File: src/rtl/sbu_pkg.sv
package sbu_pkg;
  localparam int A_W  = 32;
  localparam int D_W  = 32;
  localparam int R_W  = 4;
  localparam int CH_W = R_W - 2;
  localparam logic [R_W-1:0] REG_FLAGS = 4'hE;
  localparam logic [R_W-1:0] REG_MODE  = 4'hF;

  typedef enum logic [1:0] {
    F_ADDR = 2'd0,
    F_MASK = 2'd1,
    F_CTRL = 2'd2,
    F_CNT  = 2'd3
  } field_e;

  typedef struct packed {
    logic           wr;
    logic [R_W-1:0] idx;
    logic [D_W-1:0] data;
  } acc_t;

  typedef struct packed {
    logic [A_W-1:0] addr;
    logic [A_W-1:0] mask;
    logic           fetch;
    logic           pre;
    logic           en;
  } chan_cfg_t;
endpackage

File: src/rtl/sbu_acc_pipe.sv
module sbu_acc_pipe
  import sbu_pkg::*;
#(
  parameter int LAT = 3
) (
  input  logic clk,
  input  logic rst_n,
  input  logic in_vld,
  input  acc_t in_req,
  output logic out_vld,
  output acc_t out_req
);
  genvar s;
  generate
    for (s = 0; s < LAT; s++) begin : g_stage
      logic vq;
      acc_t rq;
      logic vd;
      acc_t rd;
      if (s == 0) begin : g_head
        assign vd = in_vld;
        assign rd = in_req;
      end else begin : g_tail
        assign vd = g_stage[s-1].vq;
        assign rd = g_stage[s-1].rq;
      end
      always_ff @(posedge clk or negedge rst_n) begin
        if (!rst_n) vq <= 1'b0;
        else        vq <= vd;
      end
      always_ff @(posedge clk) begin
        if (vd) rq <= rd;
      end
    end
  endgenerate

  assign out_vld = g_stage[LAT-1].vq;
  assign out_req = g_stage[LAT-1].rq;
endmodule

File: src/rtl/sbu_chan_match.sv
module sbu_chan_match
  import sbu_pkg::*;
(
  input  chan_cfg_t      cfg,
  input  logic           bus_vld,
  input  logic           bus_fetch,
  input  logic [A_W-1:0] bus_addr,
  output logic           hit
);
  logic [A_W-1:0] diff;
  always_comb begin
    diff = (bus_addr ^ cfg.addr) & ~cfg.mask;
    hit  = cfg.en & bus_vld & (bus_fetch == cfg.fetch) & (diff == '0);
  end
endmodule

File: src/rtl/sbu_seq_track.sv
module sbu_seq_track #(
  parameter int NCH = 2
) (
  input  logic           clk,
  input  logic           rst_n,
  input  logic           seq_en,
  input  logic           restart,
  input  logic [NCH-1:0] hit,
  input  logic [NCH-1:0] chain,
  output logic           fire,
  output logic [NCH-1:0] set_flags
);
  localparam int IW = (NCH > 1) ? $clog2(NCH) : 1;

  logic [IW-1:0]  pos_q, pos_d;
  logic [NCH-1:0] chain_nx;
  assign chain_nx = chain >> 1;

  always_comb begin
    int   pos;
    logic go;
    fire      = 1'b0;
    set_flags = '0;
    pos_d     = pos_q;
    pos       = int'(pos_q);
    go        = 1'b1;
    if (!seq_en) begin
      set_flags = hit;
      fire      = |hit;
      pos_d     = '0;
    end else begin
      for (int c = 0; c < NCH; c++) begin
        if (go && c == pos) begin
          if (hit[c]) begin
            set_flags[c] = 1'b1;
            pos          = c + 1;
            go           = chain[c] & chain_nx[c];
          end else begin
            go = 1'b0;
          end
        end
      end
      if (pos >= NCH) begin
        fire  = 1'b1;
        pos_d = '0;
      end else begin
        pos_d = IW'(pos);
      end
    end
    if (restart) pos_d = '0;
  end

  always_ff @(posedge clk or negedge rst_n) begin
    if (!rst_n) pos_q <= '0;
    else        pos_q <= pos_d;
  end
endmodule

File: src/rtl/seq_break_unit.sv
module seq_break_unit
  import sbu_pkg::*;
#(
  parameter int             NCH      = 2,
  parameter int             CNT_W    = 8,
  parameter int             LAT      = 3,
  parameter int             MW       = 2,
  parameter logic [MW-1:0]  CPU_ID   = '0,
  parameter int             IM_W     = 4,
  parameter int             MASK_LIM = 14,
  parameter int             CNT_FROM = 1
) (
  input  logic             clk,
  input  logic             rst_n,
  input  logic             acc_valid,
  input  logic             acc_write,
  input  logic [MW-1:0]    acc_master,
  input  logic [R_W-1:0]   acc_idx,
  input  logic [D_W-1:0]   acc_wdata,
  output logic             acc_rvalid,
  output logic [D_W-1:0]   acc_rdata,
  input  logic             bus_valid,
  input  logic             bus_fetch,
  input  logic [A_W-1:0]   bus_addr,
  input  logic [IM_W-1:0]  cpu_imask,
  output logic             break_req,
  output logic [NCH-1:0]   match_flags
);
  // Access path: master filter, then fixed-latency pipeline
  acc_t in_req, p_req;
  logic in_vld, p_vld;
  assign in_vld = acc_valid & (acc_master == CPU_ID);
  assign in_req = '{wr: acc_write, idx: acc_idx, data: acc_wdata};

  sbu_acc_pipe #(.LAT(LAT)) u_pipe (
    .clk(clk), .rst_n(rst_n),
    .in_vld(in_vld), .in_req(in_req),
    .out_vld(p_vld), .out_req(p_req)
  );

  logic            ap_wr, ap_rd, chan_wr, flag_wr, mode_wr, restart;
  logic [CH_W-1:0] ap_ch;
  field_e          ap_fld;
  assign ap_wr   = p_vld & p_req.wr;
  assign ap_rd   = p_vld & ~p_req.wr;
  assign ap_ch   = p_req.idx[R_W-1:2];
  assign ap_fld  = field_e'(p_req.idx[1:0]);
  assign chan_wr = ap_wr & (int'(ap_ch) < NCH);
  assign flag_wr = ap_wr & (p_req.idx == REG_FLAGS);
  assign mode_wr = ap_wr & (p_req.idx == REG_MODE);
  assign restart = chan_wr | flag_wr | mode_wr;

  logic [NCH-1:0]          raw, hit, chain, set_flags;
  logic [NCH-1:0][D_W-1:0] rd_chan;
  logic                    fire;

  genvar c;
  generate
    for (c = 0; c < NCH; c++) begin : g_ch
      chan_cfg_t       cfg_q, cfg_d;
      logic [CNT_W-1:0] cnt_q, cnt_d;
      logic            sel;
      assign sel = chan_wr & (ap_ch == CH_W'(c));

      sbu_chan_match u_match (
        .cfg(cfg_q), .bus_vld(bus_valid), .bus_fetch(bus_fetch),
        .bus_addr(bus_addr), .hit(raw[c])
      );

      always_comb begin
        cfg_d = cfg_q;
        if (sel && ap_fld == F_ADDR) cfg_d.addr = p_req.data[A_W-1:0];
        if (sel && ap_fld == F_MASK) cfg_d.mask = p_req.data[A_W-1:0];
        if (sel && ap_fld == F_CTRL) begin
          cfg_d.fetch = p_req.data[0];
          cfg_d.pre   = p_req.data[1];
          cfg_d.en    = p_req.data[2];
        end
      end

      if (c >= CNT_FROM) begin : g_cnt
        logic armed;
        assign armed = (cnt_q != '0);
        always_comb begin
          cnt_d = cnt_q;
          if (sel && ap_fld == F_CNT)          cnt_d = p_req.data[CNT_W-1:0];
          else if (raw[c] && bus_fetch && armed) cnt_d = cnt_q - 1'b1;
        end
        assign hit[c] = raw[c] & (~armed | (bus_fetch & (cnt_q == CNT_W'(1))));
      end else begin : g_nocnt
        assign cnt_d  = '0;
        assign hit[c] = raw[c];
      end

      assign chain[c] = cfg_q.fetch & cfg_q.pre;

      always_comb begin
        case (ap_fld)
          F_ADDR:  rd_chan[c] = D_W'(cfg_q.addr);
          F_MASK:  rd_chan[c] = D_W'(cfg_q.mask);
          F_CTRL:  rd_chan[c] = D_W'({cfg_q.en, cfg_q.pre, cfg_q.fetch});
          default: rd_chan[c] = D_W'(cnt_q);
        endcase
      end

      always_ff @(posedge clk or negedge rst_n) begin
        if (!rst_n) begin
          cfg_q <= '0;
          cnt_q <= '0;
        end else begin
          cfg_q <= cfg_d;
          cnt_q <= cnt_d;
        end
      end
    end
  endgenerate

  sbu_seq_track #(.NCH(NCH)) u_seq (
    .clk(clk), .rst_n(rst_n), .seq_en(mode_q), .restart(restart),
    .hit(hit), .chain(chain), .fire(fire), .set_flags(set_flags)
  );

  // Global state: mode, flags, pending break, read return
  logic           mode_q, mode_d;
  logic [NCH-1:0] flags_q, flags_d;
  logic           pend_q, pend_d, deliver;
  logic           rvalid_q;
  logic [D_W-1:0] rdata_q, rdata_d;

  always_comb begin
    mode_d = mode_q;
    if (mode_wr) mode_d = p_req.data[0];
    flags_d = flags_q;
    if (flag_wr) flags_d = flags_q & p_req.data[NCH-1:0];
    flags_d = flags_d | set_flags;
    deliver = pend_q & (cpu_imask <= IM_W'(MASK_LIM));
    pend_d  = (pend_q & ~deliver) | fire;
    rdata_d = rdata_q;
    if (ap_rd) begin
      rdata_d = '0;
      if (p_req.idx == REG_FLAGS)     rdata_d = D_W'(flags_q);
      else if (p_req.idx == REG_MODE) rdata_d = D_W'(mode_q);
      else begin
        for (int k = 0; k < NCH; k++)
          if (ap_ch == CH_W'(k)) rdata_d = rd_chan[k];
      end
    end
  end

  always_ff @(posedge clk or negedge rst_n) begin
    if (!rst_n) begin
      mode_q   <= 1'b0;
      flags_q  <= '0;
      pend_q   <= 1'b0;
      rvalid_q <= 1'b0;
      rdata_q  <= '0;
    end else begin
      mode_q   <= mode_d;
      flags_q  <= flags_d;
      pend_q   <= pend_d;
      rvalid_q <= ap_rd;
      rdata_q  <= rdata_d;
    end
  end

  assign break_req   = deliver;
  assign match_flags = flags_q;
  assign acc_rvalid  = rvalid_q;
  assign acc_rdata   = rdata_q;
endmodule

File: config.mk
export PLATFORM = sky130hd
export DESIGN_NAME = seq_break_unit
export DESIGN_NICKNAME = d
export VERILOG_FILES = /design/src/rtl/sbu_pkg.sv /design/src/rtl/sbu_acc_pipe.sv /design/src/rtl/sbu_chan_match.sv /design/src/rtl/sbu_seq_track.sv /design/src/rtl/seq_break_unit.sv
export SDC_FILE = /design/constraint.sdc
export NUM_CORES = 1
export LEC_CHECK = 0
export BUFFER_PORTS_ARGS = -buffer_cell sky130_fd_sc_hd__buf_2
export CELL_PAD_IN_SITES_DETAIL_PLACEMENT = 0
export CELL_PAD_IN_SITES_GLOBAL_PLACEMENT = 1
export CORE_ASPECT_RATIO = 1.1
export CORE_UTILIZATION = 40
export CTS_CLUSTER_DIAMETER = 50
export CTS_CLUSTER_SIZE = 12
export DETAILED_ROUTE_END_ITERATION = 10
export PLACE_DENSITY_LB_ADDON = 0.1
export REMOVE_ABC_BUFFERS = 1
export SYNTH_ARGS = -nofsm -noshare
export SYNTH_HDL_FRONTEND = slang
export SYNTH_SLANG_ARGS = --single-unit
File: constraint.sdc
create_clock -name clk -period 2.6 [get_ports clk]
set_input_delay 0.26 -clock clk [delete_from_list [all_inputs] [get_ports clk]]
set_output_delay 0.26 -clock clk [all_outputs]
set_load 0.05 [all_outputs]
---- After elaboration in Yosys (flattened, before gate mapping) ----
Cells that the tools add are included.
cells by class
  $add $sub $neg .......................... 1
  magnitude comparators ................... 3
  equality and inequality tests ........... 10
  multiplexer cells ....................... 28
  bitwise logic cells ..................... 36
  reductions and logical operators ........ 18
operators by type and width
  cell                                                                 number
  2-to-1 mux 32 bit                                                    9
  case mux 32 bit (3 select lines)                                     2
  bitwise AND 32 bit                                                   2
  logical NOT 32 bit                                                   2
  inverter 32 bit                                                      2
  bitwise XOR 32 bit                                                   2
  equality test 2 x 32 -> 1 bit (first input constant)                 1
  greater-or-equal comparator 32 x 3 -> 1 bit (second input constant)  1
  bitwise AND 1 bit                                                    21
  2-to-1 mux 8 bit                                                     2
  2-to-1 mux 1 bit                                                     13
  logical AND 1 bit                                                    10
  equality test 4 bit (second input constant)                          2
  equality test 8 x 1 -> 1 bit (second input constant)                 1
  nonzero test 8 bit                                                   1
  subtractor 8 x 1 -> 8 bit (second input constant)                    1
  logical NOT 2 bit                                                    3
  equality test 2 x 1 -> 1 bit (second input constant)                 2
  equality test 2 bit (second input constant)                          2
  less-or-equal comparator 4 bit (second input constant)               1
  2-to-1 mux 2 bit                                                     2
  OR 1 bit                                                             4
  inverter 1 bit                                                       3
  bitwise AND 2 bit                                                    1
  other kinds (5)                                                      6
word-level totals
  register bits after elaboration ......... 294
  input port bits ......................... 80
  output and inout port bits .............. 36
  logic and storage cells ................. 125

---- Depth between registers and ports, before layout ----
Gate-level depths: netlist of run 1.
  depth after elaboration ................. 15
  gate-level depth with buffers ........... 8
  mapped depth without buffers ............ 8

---- Cells and area by module ----
Synthesis of run 1 repeated with hierarchy kept, for this count alone.
second synthesis, totals
  cell total of the unflattened synthesis .. 792
  area total of the unflattened synthesis .. 12396.9 µm²
by module, submodules not included
  module          times used  cells an instance  area each (µm²)  seq. area each (µm²)
  seq_break_unit  1           548                7996.4           4479.3
  sbu_acc_pipe    1           114                3408.3           3408.3
  sbu_chan_match  2           60                 454.2            0.0
  sbu_seq_track   1           10                 83.8             25.0

---- Worst setup path after synthesis of run 1 ----
Ideal clock, no wire load.
  path kind ............................... input -> register
  start point ............................. input acc_master[1]
  end point ............................... register u_pipe.g_stage[0].rq[0] (netlist name), enable pin
  library setup time ...................... 488 ps
  data arrival time ....................... 3065 ps
  data required time ...................... 2112 ps
  slack ................................... -952 ps
  cell stages on the path ................. 1
  path buffers ............................ 0
  cell sequence ........................... nor3b_1
on the way
  cells in the longest elaborated chain, start to end .. 2
RTL lines
  item                    line                  RTL
  start: declaration      seq_break_unit.sv:17  input logic [MW-1:0] acc_master,
  logical NOT 2 bit       seq_break_unit.sv:32  assign in_vld = acc_valid & (acc_master == CPU_ID);
  bitwise AND 1 bit       seq_break_unit.sv:32
  end signal: assignment  sbu_acc_pipe.sv:32    if (vd) rq <= rd;
  end: declaration        sbu_acc_pipe.sv:17    acc_t rq;
No other way between the ends.
A chain may end at the register's enable or synchronous reset.

---- Final worst setup path of run 1 ----
  start point ............................. register g_ch[1].cfg_q[57] (netlist name)
  end point ............................... register g_ch[1].cnt_q[6]
on the way
  cells in the longest elaborated chain, start to end .. 7
RTL lines
  item                            line                   RTL
  start: declaration              seq_break_unit.sv:60   chan_cfg_t cfg_q, cfg_d;
  start signal: assignment        seq_break_unit.sv:111  cfg_q <= cfg_d;
  bitwise XOR 32 bit              sbu_chan_match.sv:12   diff = (bus_addr ^ cfg.addr) & ~cfg.mask;
  bitwise AND 32 bit              sbu_chan_match.sv:12
  logical NOT 32 bit              sbu_chan_match.sv:13   hit = cfg.en & bus_vld & (bus_fetch == cfg.fetch) & (diff == '0);
  bitwise AND 1 bit               sbu_chan_match.sv:13
  logical AND 1 bit (2 in a row)  seq_break_unit.sv:87   else if (raw[c] && bus_fetch && armed) cnt_d = cnt_q - 1'b1;
  nonzero test 2 bit (no line)    --
  end signal: assignment          seq_break_unit.sv:112  cnt_q <= cnt_d;
  end: declaration                seq_break_unit.sv:61   logic [CNT_W-1:0] cnt_q, cnt_d;
No other way between the ends.

==> key figures, run 1 <==
Detailed routing
  • 1st-iter DRT viols: 335
  • WL final: between 30 and 40 mm
  • M1 WL: 13.81 mm
  • Top layer in use: met4
  • Met2 wire len: about 15 mm
  • Via count: 7334
  • # DRC: 0
  • Routed len/inst: 21.90 um
  • Routed wl met3: 1.330 mm
  • Initial DRT Pass Iterations: 4
  • DR vias/cell: between 5 and 6
  • Post-DRT Antenna Nets: 0

Synth
  • Syn Inst Count: just under 800
  • Post-synthesis simple-gate area fraction: about 4.8%
  • Synth Warn #: 0
  • Post-Synth Adder-Cell Area: less than 1%
  • Synth area leader: dfrtp_1
  • Count leader, synth: dfrtp_1
  • Synth unique cells: 52
  • Post-Synth XOR/XNOR Area: between 4 and 5%
  • Post-synthesis register bit count: 294
  • Mapped Area: around 12000 sq um
  • Synth cell count leaders: dfrtp_1 (183), edfxtp_1 (111), mux2_2 (84), xnor2_1 (69), mux2_1 (57)
  • Largest family of logic cells by synthesized area: multiplexers
  • Post-synth top area share: a little under two fifths
  • Mux contribution to synthesized area: a little under a fifth
  • Synth Area in Compound Gates: under 10%
  • EDFF count, synth: 111
  • Top post-synthesis cells by area: dfrtp_1 (37%), edfxtp_1 (27%), mux2_2 (7.7%)
  • Post-synthesis async set-or-reset flop share: 62.24%
  • Seq/Total Area, Yosys: 64.14%
  • Syn_area_per_cell: ~16 sq um
  • Most used DFF post-synth: dfrtp_1

Critical path
  • FF-to-FF path depth: 7
  • Crit start category: register
  • Crit-path max FO: 5
  • Critical Path RT: about 3.0 ns
  • Setup crit end kind: register
  • CP Class: reg -> reg
  • Crit path DAT: between 2 and 3 ns

Floorplanning
  • DIE WIDTH: 169.4 um
  • IO Pins: between 100 and 150
  • Num rows: 67
  • Die footprint: 31550 sq um
  • Core ar.: around 30000 sq um
  • Starting density of the core: 40.54%
  • Die height: between 150 and 200 um

GRT
  • Vias in the first global route: 7923
  • First-pass GRT wire length: approximately 47 mm
  • GRT Overall Usage: about a fifth
  • Grt total ovfl: 0
  • Initial antenna violation count: 0
  • Largest net degree at the start of global routing: 67

Cells and area
  • Fraction of layout cells with a size suffix above 1: between 30% and 40%
  • Final nets: around 1100
  • Fill cells: roughly 2700
  • Ant. Diodes: 0
  • Multi-input gate area: ~4300 sq um
  • Fin area: 15240 sq um
  • Reg area: between 7000 and 8000 sq um
  • Layout area overhead: 23.53%

Status
  • Outcome: completed

Timing
  • Worst slew margin: around three fifths
  • Worst-margin pin slew: 0.6098 ns
  • # setup viols final: 0
  • Hold Vio Cnt, Final: 0
  • Crit share post-route: roughly 83%
  • Fin. max-slew vios: 0
  • RSZ-0062 raised after global routing: no
  • Worst-case clock skew: a little over 0.02 ns
  • Minimum clock period: roughly 2.2 ns
  • PnR worst setup slack: between 0.4 and 0.5 ns
  • FMAX: 0.4643 GHz

Placement
  • DP Worst Slack: 0.4239 ns
  • Detailed placement HPWL: between 20 and 25 mm
  • Post-DP Area: 13610 sq um
  • RePlAce Congestion: about 0.86
  • Port Buf Inserts: about 120

Pwr
  • Max VDD drop: approximately 0.39 mV
  • Leak: between 6 and 7 nW
  • Power density cells: between 700 and 800 nW/um^2

Clocking
  • Post-cts resize count: 0
  • CTS Buf Count: 37
  • Root Driver: clkbuf_16
  • Clk pin slew, worst setup/hold paths: about 0.060 ns
  • Worst skew pair latency: roughly 0.51 ns
  • Setup bufs post-CTS: 0
  • Clock buffer depth: 3
  • Clk sinks: between 200 and 300
  • CTS H-tree depth: 2
  • CTS tree: yes

Min path
  • Worst hold-check path type: in -> reg
  • Hold Path Depth: 3

Run
  • Max Cap Violations: 0
[per-layer routing]
| layer | vias to the layer above | track usage, % |
|---|---|---|
| met1 | 3782 | 26.81 |
| li1 | 3330 | - |
| met3 | 49 | 3.682 |
| met2 | 173 | 34.39 |
| met5 | - | 0 |
| met4 | 0 | 5.982 |
[critical path: stages (launching register included)]
cell	delay, ns
dfrtp_1	0.40
xnor2_1	0.16
o22ai_1	0.22
nor4_4	0.35
nand3_4	0.16
nor4_4	0.34
a21oi_1	0.11
o31a_1	0.29
[state kept, by name, indices dropped and copies added (netlist names)]
signal and flops:
g_ch.cfg_q 134, u_pipe.g_stage.rq 74, u_pipe.out_req 37, acc_rdata 32
g_ch.cnt_q 8, match_flags 2, u_pipe.g_stage.vq 2, acc_rvalid 1
mode_q 1, pend_q 1, u_pipe.out_vld 1, u_seq.pos_q 1
[final cells by class]
| type | instances | area share, % |
|---|---|---|
| flip-flops and latches | 294 | 51.93 |
| inverters | 11 | 0.2710 |
| repair buffers | 182 | 8.235 |
| clock buffers | 49 | 6.774 |
| multi-input cells | 446 | 27.97 |
| well taps | 414 | 3.399 |
| clock inverters | 18 | 1.420 |
[cells in the final DEF (no fill, tap or decap), drive strengths merged, types with 17 or more instances in the layout]
master,netlist,routed
xnor2,69,69
clkbuf,12,49
nand2,29,29
dfrtp,183,183
a22o,24,24
mux4,27,27
buf,22,144
dlygate4sd3,0,38
inv,11,17
mux2,141,141
o21ai,24,24
edfxtp,111,111
o22ai,31,31
[final timing paths]
| check | end | start | slack (ns) |
|---|---|---|---|
| max | g_ch[1].cnt_q[6] | g_ch[1].cfg_q[57] | 0.45 |
| min | u_pipe.g_stage[0].vq | acc_master[1] | 0.13 |
| max reg2reg | g_ch[1].cnt_q[6] | g_ch[1].cfg_q[57] | 0.45 |
| min reg2reg | u_pipe.out_req[13] | u_pipe.g_stage[1].rq[13] | 0.41 |
| max in group asynchronous | g_ch[0].cfg_q[31] | rst_n | 1.47 |
| min in group asynchronous | acc_rvalid | rst_n | 0.30 |
[cells by family (layout without fill, tap and decap cells)]
logic type	count (synthesis)	count (layout)
muxes	180	180
and+or+nand+nor	93	93
xor gates and xnor gates	70	70
DFF	294	294
buffers and inverters	45	260
AOI/OAI and AO/OA	100	100
adders and majority gates	3	3
[repair_timing]
item                                    in CTS  in global routing
endpoints found under the setup margin       0                  0
hold buffers                                38                  0
endpoints found under the hold margin       90                  0
[through the flow]
stage	TNS, ns	util [%]	total power [mW]	hold slack (ns)	cells
floorplan	-224.21	-	5.406	-0.03559	751
global placement	0	44.72	5.681	0.2650	1309
detailed placement	0	44.72	5.702	0.2780	1309
CTS	0	50.08	10.98	0.1133	1414
global route	0	50.08	11.20	0.1230	1414
finish	0	50.08	10.82	0.1294	1414
[where the power goes]
part / internal, mW / total [mW] / leakage, nW / switching, mW
sequential: 4.97 / 5.07 / 3.48 / 0.0934
combinational: 0.257 / 0.576 / 2.41 / 0.319
clock: 3.22 / 5.18 / 0.612 / 1.96
total: 8.45 / 10.8 / 6.51 / 2.38
No activity file was read; power rests on OpenSTA's default activity.
==> run 2: changes to the inputs <==
==> constraint.sdc (replaced) <==
create_clock -name clk -period 1.75 [get_ports clk]
set_input_delay 0.175 -clock clk [delete_from_list [all_inputs] [get_ports clk]]
set_output_delay 0.175 -clock clk [all_outputs]
set_load 0.05 [all_outputs]
==> run 2 against run 1 <==
  * The flow now finishes with violations (setup timing)
  * Core utilization increased by 7.9 points
  * Sequential cell count stayed put
  * Non-clock buffer count grew 171
  * Sequential share of layout area fell by 7.1 points
  * Die area unchanged
  * Clock power increased by 41%
  * Largest power group is now registers
==> key figures, run 2 (synthesis gave the netlist of run 1 again) <==
Status
  • Outcome: finished with violations
  • Failing checks: setup timing

Cells and area
  • Layout area overhead: 42.95%
  • Max reg flops: ~130
  • Largest reg by FF count: g_ch.cfg_q
  • Commonest non-fill, non-tap cell in the layout: dfrtp_1
  • Most frequent cells in the layout: dfrtp_1 (183), buf_4 (152), buf_2 (114), edfxtp_1 (111), mux2_4 (85)
  • Post-Layout Cell Count: 1580
  • Ant. Diodes: 0
  • Final nets: about 1200
  • Fraction of layout cells with a size suffix above 1: between 50% and 60%

Detailed routing
  • DR vias/cell: roughly 5.1
  • Initial DRT Pass Iterations: 5
  • WL final: around 35 mm
  • Via count: 8009
  • Post-DRT Antenna Nets: 0
  • 1st-iter DRT viols: 341
  • Routed len/inst: between 20 and 25 um
  • # DRC: 0

Timing
  • Setup TNS: -8.560 ns
  • FMAX: ~0.48 GHz
  • Minimum clock period: 2.087 ns
  • RSZ-0062 raised after global routing: yes
  • Crit share post-route: 119.2%
  • Fin. max-slew vios: 0
  • Worst-margin pin slew: ~0.6 ns
  • Hold Vio Cnt, Final: 0
  • Hold slack final: approximately 0.089 ns
  • PnR worst setup slack: -0.3367 ns
  • Worst-case clock skew: about 0.022 ns
  • # setup viols final: 128
  • Worst slew margin: 60.90%

Critical path
  • CP Class: reg -> reg
  • Critical Path Source: g_ch[1].cfg_q[62]
  • Crit path DAT: 2.50 ns
  • Critical Path RT: 2.16 ns
  • R2R Path Start: g_ch[1].cfg_q[62]
  • FF-to-FF setup slack: -0.34 ns
  • Crit-path max FO: 5
  • Setup crit end kind: register
  • FF-to-FF path depth: 8
  • Setup crit end: pend_q
  • Crit Reg-Reg Endpoint: pend_q
  • Crit start category: register

Placement
  • DP Worst Slack: -0.4547 ns
  • Placed Cells: ~1400
  • RePlAce Congestion: ~0.83
  • Port Buf Inserts: 115
  • Detailed placement HPWL: 23.13 mm

GRT
  • GRT Overall Usage: between 20% and 30%
  • Vias in the first global route: about 8600
  • Largest net degree at the start of global routing: 52
  • Initial antenna violation count: 0
  • Grt total ovfl: 0
  • First-pass GRT wire length: roughly 50 mm

Floorplanning
  • Die footprint: 31550 sq um
  • Core ar.: roughly 30000 sq um
  • DIE WIDTH: 169.4 um
  • Starting density of the core: about two fifths
  • Die height: ~190 um
  • Num rows: 67
  • IO Pins: ~120

Pwr
  • Leak: between 7 and 8 nW
  • Power density cells: 906.7 nW/um^2
  • Max VDD drop: around 0.85 mV
  • Total power: about 16 mW

Clocking
  • Worst skew pair latency: ~0.51 ns
  • CTS Buf Count: 35
  • Clk pin slew, worst setup/hold paths: 0.06 ns
  • CTS tree: yes
  • Root Driver: clkbuf_16
  • Clk sinks: 294
  • Clock buffer depth: 3
  • CTS H-tree depth: 2

Min path
  • Worst hold-check path type: in -> reg

Run
  • Max Cap Violations: 0
[run 2: cell types whose count changed in the layout (fill, tap and decap cells not counted), moves of 17 or more]
cell,previous run,this run
xnor2_2,0,25
mux2_4,0,85
buf_4,23,152
o22ai_1,31,14
xnor2_1,69,44
mux2_1,57,0
mux2_2,84,56
[run 2: power breakdown]
part	switching, mW	internal, mW
registers	0.130	7.39
logic	0.576	0.605
clock network	2.83	4.46
[run 2: how the worst min path moves through the flow]
stage                  start              endpoint  slack, ns  depth (start not counted)
6_report       acc_master[0]  u_pipe.g_stage[0].vq       0.09                          3
5_1_grt        acc_master[0]  u_pipe.g_stage[0].vq        0.1                          3
4_1_cts        acc_master[0]  u_pipe.g_stage[0].vq       0.08                          3
3_5_place_dp           rst_n            acc_rvalid       0.19                          1
3_3_place_gp           rst_n          acc_rdata[8]       0.17                          1
2_1_floorplan          rst_n          acc_rdata[0]      -0.12                          0
[run 2: critical path, stage by stage, from the launching register on]
cell and delay, ns:
dfrtp_1 0.40, xnor2_2 0.22, o22ai_4 0.15, nor4_4 0.33, nand3_4 0.16, nor4_4 0.35, buf_4 0.18, inv_2 0.04
o221ai_2 0.15
[run 2: through the flow]
| step | cell area (sq um) | util, % |
|---|---|---|
| detailed placement | 14680 | 48.25 |
| finish | 17630 | 57.95 |
| floorplan | 12190 | - |
| global route | 17630 | 57.95 |
| global placement | 14680 | 48.25 |
| CTS | 16640 | 54.69 |
[run 2: final cells by class]
| type | count | area (sq um) |
|---|---|---|
| fillers | 2452 | 12800 |
| clock inverters | 13 | 155.1 |
| clock buffers | 49 | 1001 |
| repair buffers | 353 | 2953 |
| inverters | 11 | 41.29 |
| well taps | 414 | 518.0 |
| flip-flops and latches | 294 | 7913 |
| multi-input cells | 446 | 5052 |
[run 2: repair_timing]
item	in CTS	in global routing
hold endpoints to repair	82	0
hold buffers	40	0
pin swaps	37	59
gates resized for setup	48	157
cloned	2	9
setup endpoints to repair	114	86
setup buffers	10	19
[run 2: routing by layer]
metal	track usage (%)	part of all wire, %	vias to the layer above
met5	0	0	-
met2	37.35	49	186
li1	-	-	3679
met1	29.04	45	4093
met3	3.047	3.7	51
met4	5.694	2.0	0
==> run 3: changes to the inputs <==
--- a/config.mk
+++ b/config.mk
@@ -8,13 +8,13 @@
 export BUFFER_PORTS_ARGS = -buffer_cell sky130_fd_sc_hd__buf_2
 export CELL_PAD_IN_SITES_DETAIL_PLACEMENT = 0
 export CELL_PAD_IN_SITES_GLOBAL_PLACEMENT = 1
-export CORE_ASPECT_RATIO = 1.1
 export CORE_UTILIZATION = 40
 export CTS_CLUSTER_DIAMETER = 50
 export CTS_CLUSTER_SIZE = 12
 export DETAILED_ROUTE_END_ITERATION = 10
 export PLACE_DENSITY_LB_ADDON = 0.1
 export REMOVE_ABC_BUFFERS = 1
+export SKIP_CTS_REPAIR_TIMING = 1
 export SYNTH_ARGS = -nofsm -noshare
 export SYNTH_HDL_FRONTEND = slang
 export SYNTH_SLANG_ARGS = --single-unit
==> run 3 against run 2 <==
  * The flow still finishes with violations (setup timing)
  * Worst setup slack improved by 0.024 ns
  * Clock-buffer cell count shrank 3
  * Sequential cell count unchanged
  * First-iteration DRC count rose by 50%
  * Via count up 2.5%
  * Core utilization increased by 1.1 points
  * Combinational power barely moved
  * Sequential share of layout area down 0.091 points
  * Critical path depth is the same
==> key figures, run 3 (synthesis gave the netlist of run 1 again) <==
Critical path
  • Crit path DAT: around 2.5 ns
  • Crit start category: register
  • Crit-path max FO: 5
  • Setup crit end kind: register
  • CP Class: reg -> reg
  • FF-to-FF path depth: 8
  • Critical Path RT: approximately 2.2 ns

Detailed routing
  • Post-DRT Antenna Nets: 0
  • # DRC: 0
  • DR vias/cell: between 5 and 6
  • 1st-iter DRT viols: 510
  • Routed len/inst: ~23 um
  • WL final: approximately 36 mm
  • Via count: between 8000 and 9000
  • Initial DRT Pass Iterations: 5

Clocking
  • CTS Buf Count: 37
  • Clk sinks: roughly 300
  • Clk pin slew, worst setup/hold paths: about 0.050 ns
  • CTS H-tree depth: 2
  • CTS tree: yes
  • Clock buffer depth: 3
  • Root Driver: clkbuf_16
  • Worst skew pair latency: between 0.5 and 0.6 ns

Pwr
  • Clock share of power: a little under half
  • Logic pwr share: approximately 7%
  • Power density cells: 945.2 nW/um^2
  • Leak: 7.836 nW
  • Max VDD drop: 0.6350 mV
  • Total power: 16.70 mW
  • P_sw: around 3.6 mW
  • Switching Fraction: roughly 22%
  • Register share of total power: around 45%
  • Cell-internal power: ~13 mW

Min path
  • Worst hold-check path type: in -> reg
  • Hold Path Depth: 4

Cells and area
  • Most frequent cells in the layout: dfrtp_1 (182), buf_4 (157), buf_2 (114), edfxtp_1 (111), mux2_4 (85)
  • Fin area: between 15000 and 20000 sq um
  • Final nets: 1227
  • Fill cells: roughly 2400
  • Commonest non-fill, non-tap cell in the layout: dfrtp_1
  • Fraction of layout cells with a size suffix above 1: a little over half
  • Largest reg by FF count: g_ch.cfg_q
  • Layout area overhead: 43.26%
  • Post-Layout Cell Count: approximately 1600
  • Max reg flops: 134

GRT
  • Initial antenna violation count: 1
  • Vias in the first global route: 8484
  • Largest net degree at the start of global routing: 62
  • Grt total ovfl: 0
  • GRT Overall Usage: a little over a fifth
  • First-pass GRT wire length: 49.93 mm

Placement
  • Placed Cells: around 1400
  • Port Buf Inserts: about 120
  • RePlAce Congestion: between 0.8 and 0.9
  • Post-DP Area: roughly 15000 sq um
  • Detailed placement HPWL: between 20 and 25 mm

Floorplanning
  • Starting density of the core: between 40 and 50%
  • IO Pins: about 120
  • Num rows: 63
  • Core ar.: 29950 sq um
  • Die height: around 180 um
  • DIE WIDTH: between 150 and 200 um
  • Die footprint: around 32000 sq um

Timing
  • Hold Vio Cnt, Final: 0
  • Fin. max-slew vios: 0
  • Crit share post-route: 117.9%
  • Minimum clock period: a little over 2 ns
  • FMAX: 0.4847 GHz
  • RSZ-0062 raised after global routing: yes
  • Worst slew margin: 59.82%
  • PnR worst setup slack: -0.3131 ns
  • # setup viols final: between 100 and 150
  • Worst-case clock skew: 0.01370 ns
  • Worst-margin pin slew: 0.6027 ns

Status
  • Outcome: finished with violations
  • Failing checks: setup timing

Run
  • Max Cap Violations: 0
==> run 3: final timing paths <==
| check | start | end | slack (ns) |
|---|---|---|---|
| max | g_ch[0].cfg_q[48] | pend_q | -0.31 |
| min | cpu_imask[1] | pend_q | 0.07 |
| max reg2reg | g_ch[0].cfg_q[48] | pend_q | -0.31 |
| min reg2reg | u_pipe.g_stage[0].rq[26] | u_pipe.g_stage[1].rq[26] | 0.41 |
| max in group asynchronous | rst_n | g_ch[1].cfg_q[55] | 0.85 |
| min in group asynchronous | rst_n | acc_rdata[8] | 0.23 |
==> run 3: layout make-up <==
cell class / count / area, sq um / share of cell area (%)
diodes: 1 / 2.502 / 0.01416
multi-input cells: 446 / 4959 / 28.06
repair buffers: 354 / 2964 / 16.77
flip-flops and latches: 294 / 7914 / 44.78
inverters: 11 / 43.79 / 0.2478
well taps: 390 / 488.0 / 2.761
clock buffers: 46 / 1023 / 5.792
clock inverters: 21 / 277.8 / 1.572
==> run 3: critical path: stages, from the launching register on <==
cell	delay (ns)
dfrtp_1	0.40
xnor2_2	0.19
o22ai_1	0.14
nor4_1	0.32
nand3_1	0.18
nor4_4	0.29
buf_4	0.19
a21oi_1	0.09
o221ai_2	0.15
==> run 3: stage by stage <==
stage | setup TNS, ns | hold WS (ns) | util, % | setup WS [ns]
finish | -9.020 | 0.07263 | 59.00 | -0.3131
global route | -15.25 | 0.07899 | 58.99 | -0.4079
CTS | -7.645 | -0.3062 | 53.63 | -0.5097
detailed placement | -6.075 | 0.2406 | 49.29 | -0.4871
global placement | -5.829 | 0.2306 | 49.29 | -0.4453
floorplan | -403.11 | -0.1206 | - | -3.261
==> run 3: layer usage <==
| layer | up-vias | global-route usage, % | part of all wire (%) |
|---|---|---|---|
| li1 | 3696 | - | - |
| met3 | 49 | 3.813 | 4.7 |
| met1 | 4265 | 29.76 | 45 |
| met2 | 201 | 34.65 | 48 |
| met4 | 0 | 5.983 | 2.1 |
| met5 | - | 0 | 0 |
==> run 3: power groups by stage <==
stage / Clock [mW] / Combinational [mW] / Sequential [mW]
after floorplan: 0 / 0.334 / 7.70
after CTS: 8.18 / 1.00 / 7.50
after global placement: 0 / 0.974 / 7.62
after global routing: 8.46 / 1.26 / 7.53
final: 8.01 / 1.18 / 7.52
after detailed placement: 0 / 0.997 / 7.64
